==> config.mk <==
export PLATFORM = sky130hd
export DESIGN_NAME = alarm_flag_unit
export DESIGN_NICKNAME = d
export VERILOG_FILES = /design/src/rtl/alarm_pkg.sv /design/src/rtl/alarm_ctrl.sv /design/src/rtl/alarm_dp.sv /design/src/rtl/alarm_flag_unit.sv
export SDC_FILE = /design/constraint.sdc
export NUM_CORES = 1
export LEC_CHECK = 0
export ABC_AREA = 1
export BUFFER_PORTS_ARGS = -buffer_cell sky130_fd_sc_hd__buf_4
export CAP_MARGIN = 20
export CORE_UTILIZATION = 55
export DETAILED_ROUTE_END_ITERATION = 10
export PLACE_DENSITY = 0.84
export SLEW_MARGIN = 20
export SYNTH_ARGS = -nofsm -noshare
export SYNTH_HDL_FRONTEND = slang
export SYNTH_HIERARCHICAL = 1
export SYNTH_SLANG_ARGS = --single-unit
==> constraint.sdc <==
create_clock -name clk -period 2.9 [get_ports clk]
set_clock_uncertainty 0.05 [all_clocks]
set_input_delay 0.29 -clock clk [delete_from_list [all_inputs] [get_ports clk]]
set_output_delay 0.29 -clock clk [all_outputs]
set_load 0.01 [all_outputs]
==> src/rtl/alarm_pkg.sv <==
package alarm_pkg;
  localparam int TIME_W = 24;
  localparam int HM_W   = 13;   // hour and minute fields at the bottom

  typedef struct packed {
    logic sampleNow;
    logic loadAlarm;
    logic clrMatch;
    logic setNoDate;
    logic clrNoDate;
    logic clrPowFail;
  } ctrlStrobes_t;
endpackage

==> src/rtl/alarm_ctrl.sv <==
module alarm_ctrl
  import alarm_pkg::*;
#(
  parameter int DELAY_TICKS = 131
) (
  input  logic         clk,
  input  logic         rstN,
  input  logic         minuteEdge,
  input  logic         tick,
  input  logic         alarmWrEn,
  input  logic         setNoDateCmd,
  input  logic         clrNoDateCmd,
  input  logic         clrMatchCmd,
  input  logic         execWrite,
  output ctrlStrobes_t strobes
);
  localparam int CNT_W = $clog2(DELAY_TICKS + 1);
  localparam logic [CNT_W-1:0] CNT_LOAD = CNT_W'(DELAY_TICKS);

  logic [CNT_W-1:0] ticksLeft;

  always_ff @(posedge clk or negedge rstN) begin
    if (!rstN) begin
      ticksLeft <= '0;
    end else if (minuteEdge) begin
      ticksLeft <= CNT_LOAD;
    end else if (tick && ticksLeft != '0) begin
      ticksLeft <= ticksLeft - 1'b1;
    end
  end

  always_comb begin
    strobes.sampleNow  = tick && !minuteEdge && (ticksLeft == CNT_W'(1));
    strobes.loadAlarm  = alarmWrEn;
    strobes.clrMatch   = clrMatchCmd;
    strobes.setNoDate  = setNoDateCmd;
    strobes.clrNoDate  = clrNoDateCmd;
    strobes.clrPowFail = execWrite;
  end
endmodule

==> src/rtl/alarm_dp.sv <==
module alarm_dp
  import alarm_pkg::*;
(
  input  logic              clk,
  input  logic              rstN,
  input  ctrlStrobes_t      strobes,
  input  logic [TIME_W-1:0] alarmWrData,
  input  logic [TIME_W-1:0] timeNow,
  input  logic              extSel,
  input  logic              pfPin,
  input  logic              intPfDetect,
  input  logic              testPf,
  output logic              matchFlag,
  output logic              noDateFlag,
  output logic              powFailFlag
);
  localparam logic [TIME_W-1:0] HM_MASK = TIME_W'((1 << HM_W) - 1);

  logic [TIME_W-1:0] alarmReg;
  logic [TIME_W-1:0] cmpMask;
  logic              fieldsEqual;
  logic              failSensed;

  assign cmpMask     = noDateFlag ? HM_MASK : '1;
  assign fieldsEqual = ((alarmReg ^ timeNow) & cmpMask) == '0;

  always_comb begin
    unique case ({extSel, pfPin})
      2'b00:   failSensed = intPfDetect;
      2'b01:   failSensed = testPf;
      2'b10:   failSensed = 1'b1;
      default: failSensed = 1'b0;
    endcase
  end

  always_ff @(posedge clk or negedge rstN) begin
    if (!rstN) begin
      alarmReg    <= '0;
      matchFlag   <= 1'b0;
      noDateFlag  <= 1'b0;
      powFailFlag <= 1'b0;
    end else begin
      if (strobes.loadAlarm) alarmReg <= alarmWrData;
      matchFlag   <= (strobes.sampleNow && fieldsEqual) || (matchFlag && !strobes.clrMatch);
      noDateFlag  <= strobes.setNoDate || (noDateFlag && !strobes.clrNoDate);
      powFailFlag <= failSensed || (powFailFlag && !strobes.clrPowFail);
    end
  end
endmodule

==> src/rtl/alarm_flag_unit.sv <==
module alarm_flag_unit
  import alarm_pkg::*;
#(
  parameter int DELAY_TICKS = 131
) (
  input  logic        clk,
  input  logic        rstN,
  input  logic        alarmWrEn,
  input  logic [23:0] alarmWrData,
  input  logic        setNoDateCmd,
  input  logic        clrNoDateCmd,
  input  logic        clrMatchCmd,
  input  logic        execWrite,
  input  logic        minuteEdge,
  input  logic        tick,
  input  logic [23:0] timeNow,
  input  logic        extSel,
  input  logic        pfPin,
  input  logic        intPfDetect,
  input  logic        testPf,
  output logic        matchFlag,
  output logic        noDateFlag,
  output logic        powFailFlag,
  output logic        matchPin
);
  ctrlStrobes_t strobes;

  alarm_ctrl #(.DELAY_TICKS(DELAY_TICKS)) uCtrl (
    .clk(clk), .rstN(rstN), .minuteEdge(minuteEdge), .tick(tick),
    .alarmWrEn(alarmWrEn), .setNoDateCmd(setNoDateCmd), .clrNoDateCmd(clrNoDateCmd),
    .clrMatchCmd(clrMatchCmd), .execWrite(execWrite), .strobes(strobes)
  );

  alarm_dp uDp (
    .clk(clk), .rstN(rstN), .strobes(strobes), .alarmWrData(alarmWrData),
    .timeNow(timeNow), .extSel(extSel), .pfPin(pfPin), .intPfDetect(intPfDetect),
    .testPf(testPf), .matchFlag(matchFlag), .noDateFlag(noDateFlag),
    .powFailFlag(powFailFlag)
  );

  assign matchPin = matchFlag;
endmodule

Word level (Yosys, flattened, before mapping)
Cells that the tools add are included.
Word-level totals
  latch bits: 0
  bits in registers: 35
  bits in read-only memories: 0
  input bits: 61
  output and inout port bits: 4
  bits in writable memories: 0
  memories: 0
  logic and storage cells: 33
Operators by class
  equality and inequality tests: 3
  bitwise logic cells: 2
  shift operators: 0
  divide/modulo/power cells: 0
  reductions and logical operators: 18
  add/subtract/negate cells: 1
  mux-type cells: 4
  multipliers: 0
  order comparisons: 0
Operators with widths (number)
  $and 24x24->24: 1
  $logic_not 24->1: 1
  $mux 24: 1
  $xor 24x24->24: 1
  $mux 8: 2
  $eq 8x1->1 const B: 1
  $reduce_bool 8->1: 1
  $sub 8x1->8 const B: 1
  $logic_and 1x1->1: 7
  $logic_not 1->1: 4
  $logic_or 1x1->1: 3
  $pmux 1 s3: 1
  $eq 2x1->1 const B: 1
  $eq 2x2->1 const B: 1
  $logic_not 2->1: 1
  $reduce_bool 2->1: 1

Longest topological paths before layout
Gate-level depths: netlist of the first run.
  word-level depth: 5
  depth in mapped cells: 11
  mapped depth without buffers: 11

Cells and area by module
Netlist of the first run, hierarchy kept.
By module, submodules not included
  alarm_dp: area an instance 1487.7 um^2, times used 1, seq. area each 675.6 um^2, cells an instance 216
  alarm_ctrl: area an instance 610.6 um^2, times used 1, seq. area each 200.2 um^2, cells an instance 87
  alarm_flag_unit: area an instance 7.5 um^2, times used 1, seq. area each 0.0 um^2, cells an instance 1

Worst setup path after synthesis of the first run
No wires, ideal clock.
  path kind: flip-flop to flip-flop
  start: reg uCtrl.ticksLeft[1]
  end: reg uDp.matchFlag
  data arrival time: 1.334 ns
  path buffers: 0
  setup slack: 1.451 ns
  period minus slack after synthesis: 1.449 ns
  stages on the path, launching flop included: 12
  library setup time: 0.065 ns
  required time: 2.785 ns
  cell sequence: dfrtp_1 > inv_1 > ha_1 > nand3_1 > nor3_1 > a21boi_1 > nand2_1 > nor2_1 > nand2_1 > nor2_2 > nand2_1 > nand2_1
RTL lines
  start, declared: line alarm_ctrl.sv:20  | logic [CNT_W-1:0] ticksLeft;
  start signal, assigned: line alarm_ctrl.sv:28  | ticksLeft <= ticksLeft - 1'b1;
  end signal, assigned: line alarm_dp.sv:44  | matchFlag <= (strobes.sampleNow && fieldsEqual) || (matchFlag && !strobes.clrMatch);
  end, declared: line alarm_dp.sv:13  | output logic matchFlag,

==> results of run 1 <==
==> critical path, cell delays in order (launching register included) <==
cell                       delay, ps
sky130_fd_sc_hd__dfrtp_1         400
sky130_fd_sc_hd__inv_1           130
sky130_fd_sc_hd__ha_1            160
sky130_fd_sc_hd__nand3_1          70
sky130_fd_sc_hd__nor3_1          170
sky130_fd_sc_hd__a21boi_1        180
sky130_fd_sc_hd__nand2_1          60
sky130_fd_sc_hd__nor2_1          100
sky130_fd_sc_hd__nand2_1          70
sky130_fd_sc_hd__nor2_2           70
sky130_fd_sc_hd__nand2_1          60
sky130_fd_sc_hd__nand2_1          50
==> sequential cells by signal, indices dropped and copies added (netlist names) <==
name             flops
uDp/alarmReg        24
uDp/noDateFlag       1
uDp/powFailFlag      1
uCtrl/ticksLeft      8
uDp/matchFlag        1
==> synthesized netlist by cell type (all sizes together) <==
| master | count | area share |
|---|---|---|
| o21bai | 1 | 0.0036 |
| o21ai | 28 | 0.068 |
| nor3 | 1 | 0.0024 |
| o221ai | 1 | 0.0042 |
| buf | 11 | 0.033 |
| nand3b | 1 | 0.0036 |
| xnor2 | 1 | 0.0042 |
| dfrtp | 35 | 0.42 |
| nor2 | 22 | 0.052 |
| nand2 | 116 | 0.21 |
| xor2 | 2 | 0.0083 |
| inv | 60 | 0.11 |
| mux2 | 4 | 0.021 |
| nand4 | 5 | 0.015 |
| clkinv | 1 | 0.0018 |
| ha | 3 | 0.018 |
| nand3 | 11 | 0.029 |
| a21boi | 1 | 0.0036 |
==> final cells by class <==
cell class / instances / share of cell area
clock inverters: 2 / 0.00468
repair buffers: 65 / 0.184
clock buffers: 6 / 0.0272
flip-flops and latches: 35 / 0.328
well taps: 48 / 0.0225
multi-input cells: 197 / 0.348
inverters: 61 / 0.0857
==> routing by layer <==
| metal | up-vias | wire [um] | part of all wire |
|---|---|---|---|
| li1 | 1031 | - | - |
| met1 | 889 | 1980 | 0.43 |
| met2 | 42 | 2300 | 0.50 |
| met3 | 8 | 198 | 0.044 |
| met4 | 0 | 77 | 0.017 |
| met5 | - | 0 | 0 |
==> cell families after synthesis <==
family                   share of synthesized area
buffers and inverters                        0.142
AO/OA/AOI/OAI                               0.0796
adder cells (fa/ha/maj)                     0.0178
XOR/XNOR                                    0.0125
AND/OR/NAND/NOR                              0.311
flip-flops                                   0.416
multiplexers                                0.0214
==> where the power goes <==
group	internal, mW	switching [mW]
Sequential	0.527	0.0242
Clock	0.168	0.175
Combinational	0.113	0.126
==> worst max-delay path by stage <==
stage	end	slack, ps	startpoint
after floorplan	uDp/matchFlag	1450	uCtrl/ticksLeft[1]
after global placement	uDp/matchFlag	1370	uCtrl/ticksLeft[1]
after detailed placement	uDp/matchFlag	1290	uCtrl/ticksLeft[1]
after CTS	uDp/matchFlag	1270	uCtrl/ticksLeft[1]
after global routing	uDp/matchFlag	1050	uCtrl/ticksLeft[5]
final	uDp/matchFlag	1270	uCtrl/ticksLeft[1]
==> results.yml, run 1 <==
min_path:
  hold_path_startpoint: "clrNoDateCmd"
  destination_of_the_worst_hold_path: "uDp/noDateFlag"
  hold_path.class: "input port to flip-flop"
  number_of_cells_on_the_worst_hold_path: 2
placed_design:
  detailed_place_hpwl_um: 3480
  placed_area_mm2: 0.00258
  post-place-ws_ps: 1290
  place_inst: 405
  gp_congestion: 0.875
  io_buffer_count: 64
synth:
  yosys_register_bits: 35
  synth_seq_area_share: 0.416
  mappedNetlistNets: 368
  netlist_instances: 304
  syn-mean-instance-area_um2: 6.93
  synth_warnings: 6
  yosys.cell_types.count: 26
  post_synth_instance_area_mm2: 0.00211
clocking:
  number_of_cts_inserted_buffers: 5
  clockBufferDepth: 2
  ctsHoldBuffers: 1
  maximum_level_of_the_cts_h_tree: 2
  number_of_post_cts_setup_repair_buffers: 0
  cts.root.buffer_cell: "sky130_fd_sc_hd__clkbuf_8"
  clock_latency_late_sink_ps: 290
  tritoncts: "done"
  cts.reportedPaths.clkPinSlew_ps: 70
  cts.sinks: 35
  post_cts_resize_count: 0
finish:
  flow.area_growth_from_synthesis_pct: 26.9
  n_antenna_cell: 0
  finalNonFillerCells: 414
  seq_area_um2: 876
  most-common-layout-cells: "sky130_fd_sc_hd__nand2_1 (114), sky130_fd_sc_hd__buf_4 (64), sky130_fd_sc_hd__inv_1 (56), sky130_fd_sc_hd__dfrtp_1 (35), sky130_fd_sc_hd__o21ai_0 (22)"
  post-route-cell-area_mm2: 0.00267
  final_layout_size_suffix_gt1_frac: 0.240
  finish.utilization: 0.730
  mostFrequentLayoutCell: "sky130_fd_sc_hd__nand2_1"
  design.final.nets: 429
  multi_input_comb_area_um2: 931
  layout.filler_cells: 322
pwr:
  pwr_density_cell_mw_per_mm2: 424
  design_power_total_mw: 1.13
  power.ir.vdd_worst_uv: 293
  static-leakage-power_nw: 1.53
grt:
  grt.met2_usage: 0.456
  met3_usage: 0.0446
  globalRoute.totalOverflow: 0
  grt_max_degree: 45
  antenna_found_initial: 0
  first_pass_grt_wire_length_um: 7890
  grt_most_used_layer: "met2"
  grt_pass1_vias: 2002
  met1_usage: 0.282
  track_usage: 0.248
routing:
  drt_pre_antenna_iters: 4
  drt_iter0_markers: 115
  routed-via-count: 1970
  wl_per_cell_um: 11.0
  antenna_left: 0
  wirelength_um: 4550
  drc_errors: 0
  route.detailed.vias_per_inst: 4.76
setup_path:
  r2r_setup_slk_ps: 1270
  worst_reg2reg_path_length_in_cells: 11
  worst_setup_path_start_kind: "flip-flop"
  crit_required_ps: 3080
  arrival_ps: 1810
  timing.setup.critical_path_class: "flip-flop to flip-flop"
  r2r_start: "uCtrl/ticksLeft[1]"
  critical_path.endpoint_type: "flip-flop"
  crit_path_max_fanout: 4
  timing.rr.end: "uDp/matchFlag"
sta:
  final_layout_setup_total_negative_slack_ps: 0
  timing.final.setup_violations: 0
  period_share: 0.561
  rsz0062_at_grt: "false"
  tightestPinTransition_ps: 446
  fmax_mhz: 615
  final.setup.worst_slack_ps: 1270
  worst_slew_margin_rel: 0.703
  timing.final.crit_period_ps: 1630
  hold_slack_ps: 129
  final-hold-violation-count: 0
  maxSlewViolCount: 0
floorplanning:
  floorplan.core_area_mm2: 0.00366
  start_util: 0.575
  num_io_pins: 65
  fp.dieArea_mm2: 0.00408
  chipWidth_um: 63.9
  die_height_um: 63.9
  num_rows: 22
status:
  status: "finished clean"
job:
  cap_viol_max_count: 0
Note: power is estimated with default switching activity, not from simulation.
==> run 2: changes to the inputs <==
--- a/config.mk
+++ b/config.mk
@@ -8,9 +8,9 @@
 export ABC_AREA = 1
 export BUFFER_PORTS_ARGS = -buffer_cell sky130_fd_sc_hd__buf_4
 export CAP_MARGIN = 20
-export CORE_UTILIZATION = 55
+export CORE_UTILIZATION = 51
 export DETAILED_ROUTE_END_ITERATION = 10
-export PLACE_DENSITY = 0.84
+export PLACE_DENSITY = 0.79
 export SLEW_MARGIN = 20
 export SYNTH_ARGS = -nofsm -noshare
 export SYNTH_HDL_FRONTEND = slang
==> constraint.sdc (replaced) <==
create_clock -name clk -period 1.5 [get_ports clk]
set_clock_uncertainty 0.05 [all_clocks]
set_input_delay 0.15 -clock clk [delete_from_list [all_inputs] [get_ports clk]]
set_output_delay 0.15 -clock clk [all_outputs]
set_load 0.01 [all_outputs]
==> run 2 against run 1 <==
  * The run now ends with negative setup slack left
  * Sequential cell count stayed put
  * Worst hold slack worse by 100 ps
  * Power is 100% higher
  * Utilization is 2.1 points higher
  * Via count is 3.5% higher
  * Wire length is 2.9% higher
  * Count of clock-buffer cells in the layout is 2 higher
  * Clock power is 110% higher
==> results.yml, run 2 (synthesis results as in run 1) <==
finish:
  final_layout_size_suffix_gt1_frac: 0.295
  flow.area_growth_from_synthesis_pct: 35.5
  largest_register: "uDp/alarmReg"
  design.final.nets: 443
  mostFrequentLayoutCell: "sky130_fd_sc_hd__nand2_1"
  registers_with_the_most_flip_flops: "uDp/alarmReg (24), uCtrl/ticksLeft (8)"
  max_reg_flops: 24
  most-common-layout-cells: "sky130_fd_sc_hd__nand2_1 (114), sky130_fd_sc_hd__buf_4 (77), sky130_fd_sc_hd__inv_1 (55), sky130_fd_sc_hd__dfrtp_1 (34), sky130_fd_sc_hd__o21ai_0 (22)"
  layout.filler_cells: 304
  n_antenna_cell: 0
floorplanning:
  start_util: 0.554
  floorplan.core_area_mm2: 0.00380
  num_rows: 22
  chipWidth_um: 66.3
  num_io_pins: 65
  die_height_um: 66.3
  fp.dieArea_mm2: 0.00439
pwr:
  power.share.combinational: 0.222
  static-leakage-power_nw: 1.61
  power.switching_fraction: 0.270
  pwr_density_cell_mw_per_mm2: 811
  power_frac_clock: 0.318
  power.ir.vdd_worst_uv: 709
  share_seq_of_total_power: 0.460
  internal_power_mw: 1.69
  p_switching_mw: 0.625
placed_design:
  post-place-ws_ps: -77.1
  io_buffer_count: 64
  detailed_place_hpwl_um: 3490
  gp_congestion: 0.854
sta:
  rsz0062_at_grt: "true"
  hold_slack_ps: 23.7
  period_share: 1.02
  maxSlewViolCount: 0
  timing.final.setup_violations: 1
  worst_slew_margin_rel: 0.710
  tightestPinTransition_ps: 435
  final-hold-violation-count: 0
  timing.final.crit_period_ps: 1530
  fmax_mhz: 653
  final.setup.worst_slack_ps: -31.3
routing:
  wl_per_cell_um: 10.9
  antenna_left: 0
  route.detailed.vias_per_inst: 4.76
  wirelength_um: 4680
  drc_errors: 0
  routed-via-count: 2039
  drt_pre_antenna_iters: 4
  drt_iter0_markers: 80
setup_path:
  crit_path_max_fanout: 2
  timing.setup.critical_path_class: "flip-flop to flip-flop"
  r2r_setup_slk_ps: -30
  largest_delay_contributor_family_on_the_critical_path: "simple AND/OR/NAND/NOR gates"
  crit_required_ps: 1670
  critical_path_s_slowest_cell: "sky130_fd_sc_hd__dfrtp_1"
  critical_path.endpoint_type: "flip-flop"
  max_stage_delay_ps: 390
  worstPathBufferInverterCount: 1
  arrival_ps: 1700
  crit_chain: "inv_2 -> ha_4 -> nand3_2 -> nor3_2 -> a21boi_2 -> nand2_1 -> nor2_1 -> nand2_1 -> nor2_2 -> nand2_1 -> nand2_1"
  worst_setup_path_start_kind: "flip-flop"
  critical_path.most_common_cell: "sky130_fd_sc_hd__nand2_1"
clocking:
  clock_latency_late_sink_ps: 280
  clockBufferDepth: 2
  maximum_level_of_the_cts_h_tree: 2
  cts.reportedPaths.clkPinSlew_ps: 70
  cts.root.buffer_cell: "sky130_fd_sc_hd__clkbuf_8"
  tritoncts: "done"
  cts.sinks: 35
  number_of_cts_inserted_buffers: 5
grt:
  antenna_found_initial: 0
  globalRoute.totalOverflow: 0
  grt_max_degree: 36
  grt_pass1_vias: 1952
  track_usage: 0.230
  first_pass_grt_wire_length_um: 7620
status:
  violations_in_the_final_reports: "negative setup slack"
  status: "finished with violations"
min_path:
  hold_path.class: "input port to flip-flop"
job:
  cap_viol_max_count: 0
## run 2: path summary, 6_finish.rpt
kind	cells past startpoint	to	start
worst min-delay path	2	uDp/noDateFlag	setNoDateCmd
min in group asynchronous	2	uDp/alarmReg[9]	rstN
max in group asynchronous	2	uCtrl/ticksLeft[0]	rstN
worst min register to register	2	uDp/alarmReg[7]	uDp/alarmReg[7]
worst max register to register	11	uDp/matchFlag	uCtrl/ticksLeft[1]
worst max-delay path	11	uDp/matchFlag	uCtrl/ticksLeft[1]
## run 2: area by class of cell
type	count	area (um^2)	area share
Clock buffer	8	100	0.0351
Multi-Input combinational cell	197	988	0.346
Tap cell	48	60.1	0.0211
Sequential cell	35	877	0.307
Timing Repair Buffer	79	598	0.210
Inverter	61	229	0.0803
## run 2: through the flow
| step | std cells | util | power (mW) | instance area (um^2) | TNS, ps |
|---|---|---|---|---|---|
| 4_1_cts | 427 | 0.736 | 2.31 | 2800 | 0 |
| 3_3_place_gp | 417 | 0.702 | 1.55 | 2670 | 0 |
| 5_1_grt | 428 | 0.751 | 2.44 | 2850 | -426 |
| 3_5_place_dp | 417 | 0.702 | 1.57 | 2670 | -77.1 |
| 2_1_floorplan | 304 | - | 1.34 | 2110 | 0 |
| 6_report | 428 | 0.751 | 2.31 | 2850 | -31.3 |
## run 2: per-layer routing
layer	GRT usage	vias up	part of all wire
li1	-	1060	-
met1	0.273	892	0.45
met2	0.401	76	0.46
met3	0.0621	11	0.072
met4	0.0718	0	0.017
met5	0	-	0
## run 2: what timing repair did
item	in CTS	in global routing
endpoints found under the setup margin	1	7
buffers inserted	0	1
gates resized for setup	3	11
pin swaps	1	10
hold buffers	2	0
endpoints found under the hold margin	36	0
## run 2: power groups by stage
stage / Sequential [mW] / Clock (mW) / Combinational, mW
after floorplan: 1.08 / 0 / 0.262
after global placement: 1.07 / 0 / 0.477
after detailed placement: 1.08 / 0 / 0.488
after CTS: 1.06 / 0.750 / 0.496
after global routing: 1.07 / 0.792 / 0.578
final: 1.07 / 0.736 / 0.513
==> run 3: changes to the inputs <==
==> constraint.sdc (replaced) <==
create_clock -name clk -period 1.45 [get_ports clk]
set_clock_uncertainty 0.05 [all_clocks]
set_input_delay 0.145 -clock clk [delete_from_list [all_inputs] [get_ports clk]]
set_output_delay 0.145 -clock clk [all_outputs]
set_load 0.01 [all_outputs]
==> run 3 against run 2 <==
  * The flow still finishes with violations (negative setup slack)
  * Worst setup slack better by 22 ps
  * Largest power group unchanged
  * Design area grew 2.7%
  * Sequential power about the same
  * Sequential cell count stayed put
  * Critical endpoint unchanged
  * First-iteration DRC count grew 53%
==> results.yml, run 3 (synthesis results as in run 1) <==
clocking:
  maximum_level_of_the_cts_h_tree: 2
  number_of_cts_inserted_buffers: 5
  cts.root.buffer_cell: "sky130_fd_sc_hd__clkbuf_8"
  cts.reportedPaths.clkPinSlew_ps: 70
  clockBufferDepth: 2
  clock_latency_late_sink_ps: 280
  cts.sinks: 35
  tritoncts: "done"
sta:
  fmax_mhz: 685
  final-hold-violation-count: 0
  timing.final.setup_violations: 1
  final.setup.worst_slack_ps: -9.14
  tightestPinTransition_ps: 437
  rsz0062_at_grt: "true"
  timing.final.crit_period_ps: 1460
  worst_slew_margin_rel: 0.709
  hold_slack_ps: 17.0
  maxSlewViolCount: 0
  period_share: 1.01
pwr:
  power.share.combinational: 0.232
  power.switching_fraction: 0.269
  static-leakage-power_nw: 1.64
  p_switching_mw: 0.651
  power_frac_clock: 0.313
  pwr_density_cell_mw_per_mm2: 825
  power.ir.vdd_worst_uv: 741
  internal_power_mw: 1.77
  share_seq_of_total_power: 0.456
status:
  status: "finished with violations"
  violations_in_the_final_reports: "negative setup slack"
floorplanning:
  num_rows: 22
  die_height_um: 66.3
  floorplan.core_area_mm2: 0.00380
  start_util: 0.554
  chipWidth_um: 66.3
  fp.dieArea_mm2: 0.00439
  num_io_pins: 65
placed_design:
  detailed_place_hpwl_um: 3450
  io_buffer_count: 64
  gp_congestion: 0.856
  post-place-ws_ps: -93.5
job:
  cap_viol_max_count: 0
grt:
  track_usage: 0.239
  grt_pass1_vias: 1950
  antenna_found_initial: 0
  globalRoute.totalOverflow: 0
  first_pass_grt_wire_length_um: 7860
  grt_max_degree: 36
setup_path:
  max_stage_delay_ps: 380
  timing.setup.critical_path_class: "flip-flop to flip-flop"
  largest_delay_contributor_family_on_the_critical_path: "simple AND/OR/NAND/NOR gates"
  worst_setup_path_start_kind: "flip-flop"
  critical_path_s_slowest_cell: "sky130_fd_sc_hd__dfrtp_1"
  critical_path.most_common_cell: "sky130_fd_sc_hd__nand2_1"
  arrival_ps: 1630
  crit_chain: "nor2_2 -> nand2_2 -> nor3_2 -> a21boi_2 -> nand2_1 -> nor2_1 -> nand2_1 -> nor2_2 -> nand2_1 -> nand2_1"
  crit_required_ps: 1620
  crit_path_max_fanout: 2
  critical_path.endpoint_type: "flip-flop"
  worstPathBufferInverterCount: 0
finish:
  flow.area_growth_from_synthesis_pct: 39.1
  n_antenna_cell: 0
  most-common-layout-cells: "sky130_fd_sc_hd__nand2_1 (113), sky130_fd_sc_hd__buf_4 (82), sky130_fd_sc_hd__inv_1 (54), sky130_fd_sc_hd__dfrtp_1 (34), sky130_fd_sc_hd__o21ai_0 (21)"
  max_reg_flops: 24
  largest_register: "uDp/alarmReg"
  layout.filler_cells: 300
  design.final.nets: 450
  mostFrequentLayoutCell: "sky130_fd_sc_hd__nand2_1"
  registers_with_the_most_flip_flops: "uDp/alarmReg (24), uCtrl/ticksLeft (8)"
  final_layout_size_suffix_gt1_frac: 0.315
routing:
  wl_per_cell_um: 11.2
  drt_iter0_markers: 122
  antenna_left: 0
  wirelength_um: 4890
  drt_pre_antenna_iters: 4
  routed-via-count: 2069
  drc_errors: 0
  route.detailed.vias_per_inst: 4.76
min_path:
  hold_path.class: "input port to flip-flop"
## run 3: changes by cell type in the layout (fill, tap and decap cells not counted), sizes merged
cell,delta
buf,+7
## run 3: final timing paths
kind                            slack, ps                from                 end  depth (start not counted)
worst max-delay path                   -9  uCtrl/ticksLeft[4]       uDp/matchFlag                         10
worst max register to register         -9  uCtrl/ticksLeft[4]       uDp/matchFlag                         10
worst min-delay path                   20      alarmWrData[7]     uDp/alarmReg[7]                          3
worst min register to register        480     uDp/alarmReg[7]     uDp/alarmReg[7]                          2
min in group asynchronous             300                rstN     uDp/alarmReg[9]                          2
max in group asynchronous             720                rstN  uCtrl/ticksLeft[0]                          2
## run 3: layout make-up
class | instances | area (um^2) | share of cell area
Clock buffer | 8 | 100 | 0.0342
Inverter | 61 | 229 | 0.0782
Multi-Input combinational cell | 197 | 1000 | 0.343
Sequential cell | 35 | 877 | 0.299
Tap cell | 48 | 60.1 | 0.0205
Timing Repair Buffer | 86 | 658 | 0.225
## run 3: power groups by stage
stage / Sequential (mW) / Combinational [mW] / Clock, mW
2_1_floorplan: 1.11 / 0.271 / 0
3_3_place_gp: 1.11 / 0.499 / 0
3_5_place_dp: 1.11 / 0.511 / 0
4_1_cts: 1.10 / 0.533 / 0.776
5_1_grt: 1.11 / 0.630 / 0.826
6_report: 1.10 / 0.560 / 0.756
## run 3: metal layers
metal / wire [um] / vias to the layer above / share of wire / GRT usage
met2: 2350 / 64 / 0.48 / 0.413
met4: 74 / 0 / 0.015 / 0.0718
met3: 320 / 6 / 0.065 / 0.0655
li1: - / 1073 / - / -
met1: 2150 / 926 / 0.44 / 0.287
met5: 0 / - / 0 / 0
## run 3: worst min-delay path, delay by kind of cell
family	cells	cell delay [ps]
and+or+nand+nor	1	40
buffers and inverters	1	70
AOI/OAI and AO/OA	1	50
## run 3: what timing repair did
action                                  CTS  global route
setup buffers                             4             3
endpoints found under the setup margin    1             8
endpoints found under the hold margin    36             0
resized for setup                        10            11
hold buffers                              2             0
pin swaps                                 8             4
## run 3: through the flow
stage                     total power, mW  setup TNS [ps]  instances  area (um^2)  utilization
final                                2.42           -9.14        435         2930        0.771
after detailed placement             1.62           -93.5        418         2670        0.704
after CTS                            2.41           -4.18        432         2860        0.752
after global placement               1.61           -36.8        418         2670        0.704
after floorplan                      1.38               0        304         2110            -
after global routing                 2.56            -572        435         2930        0.771
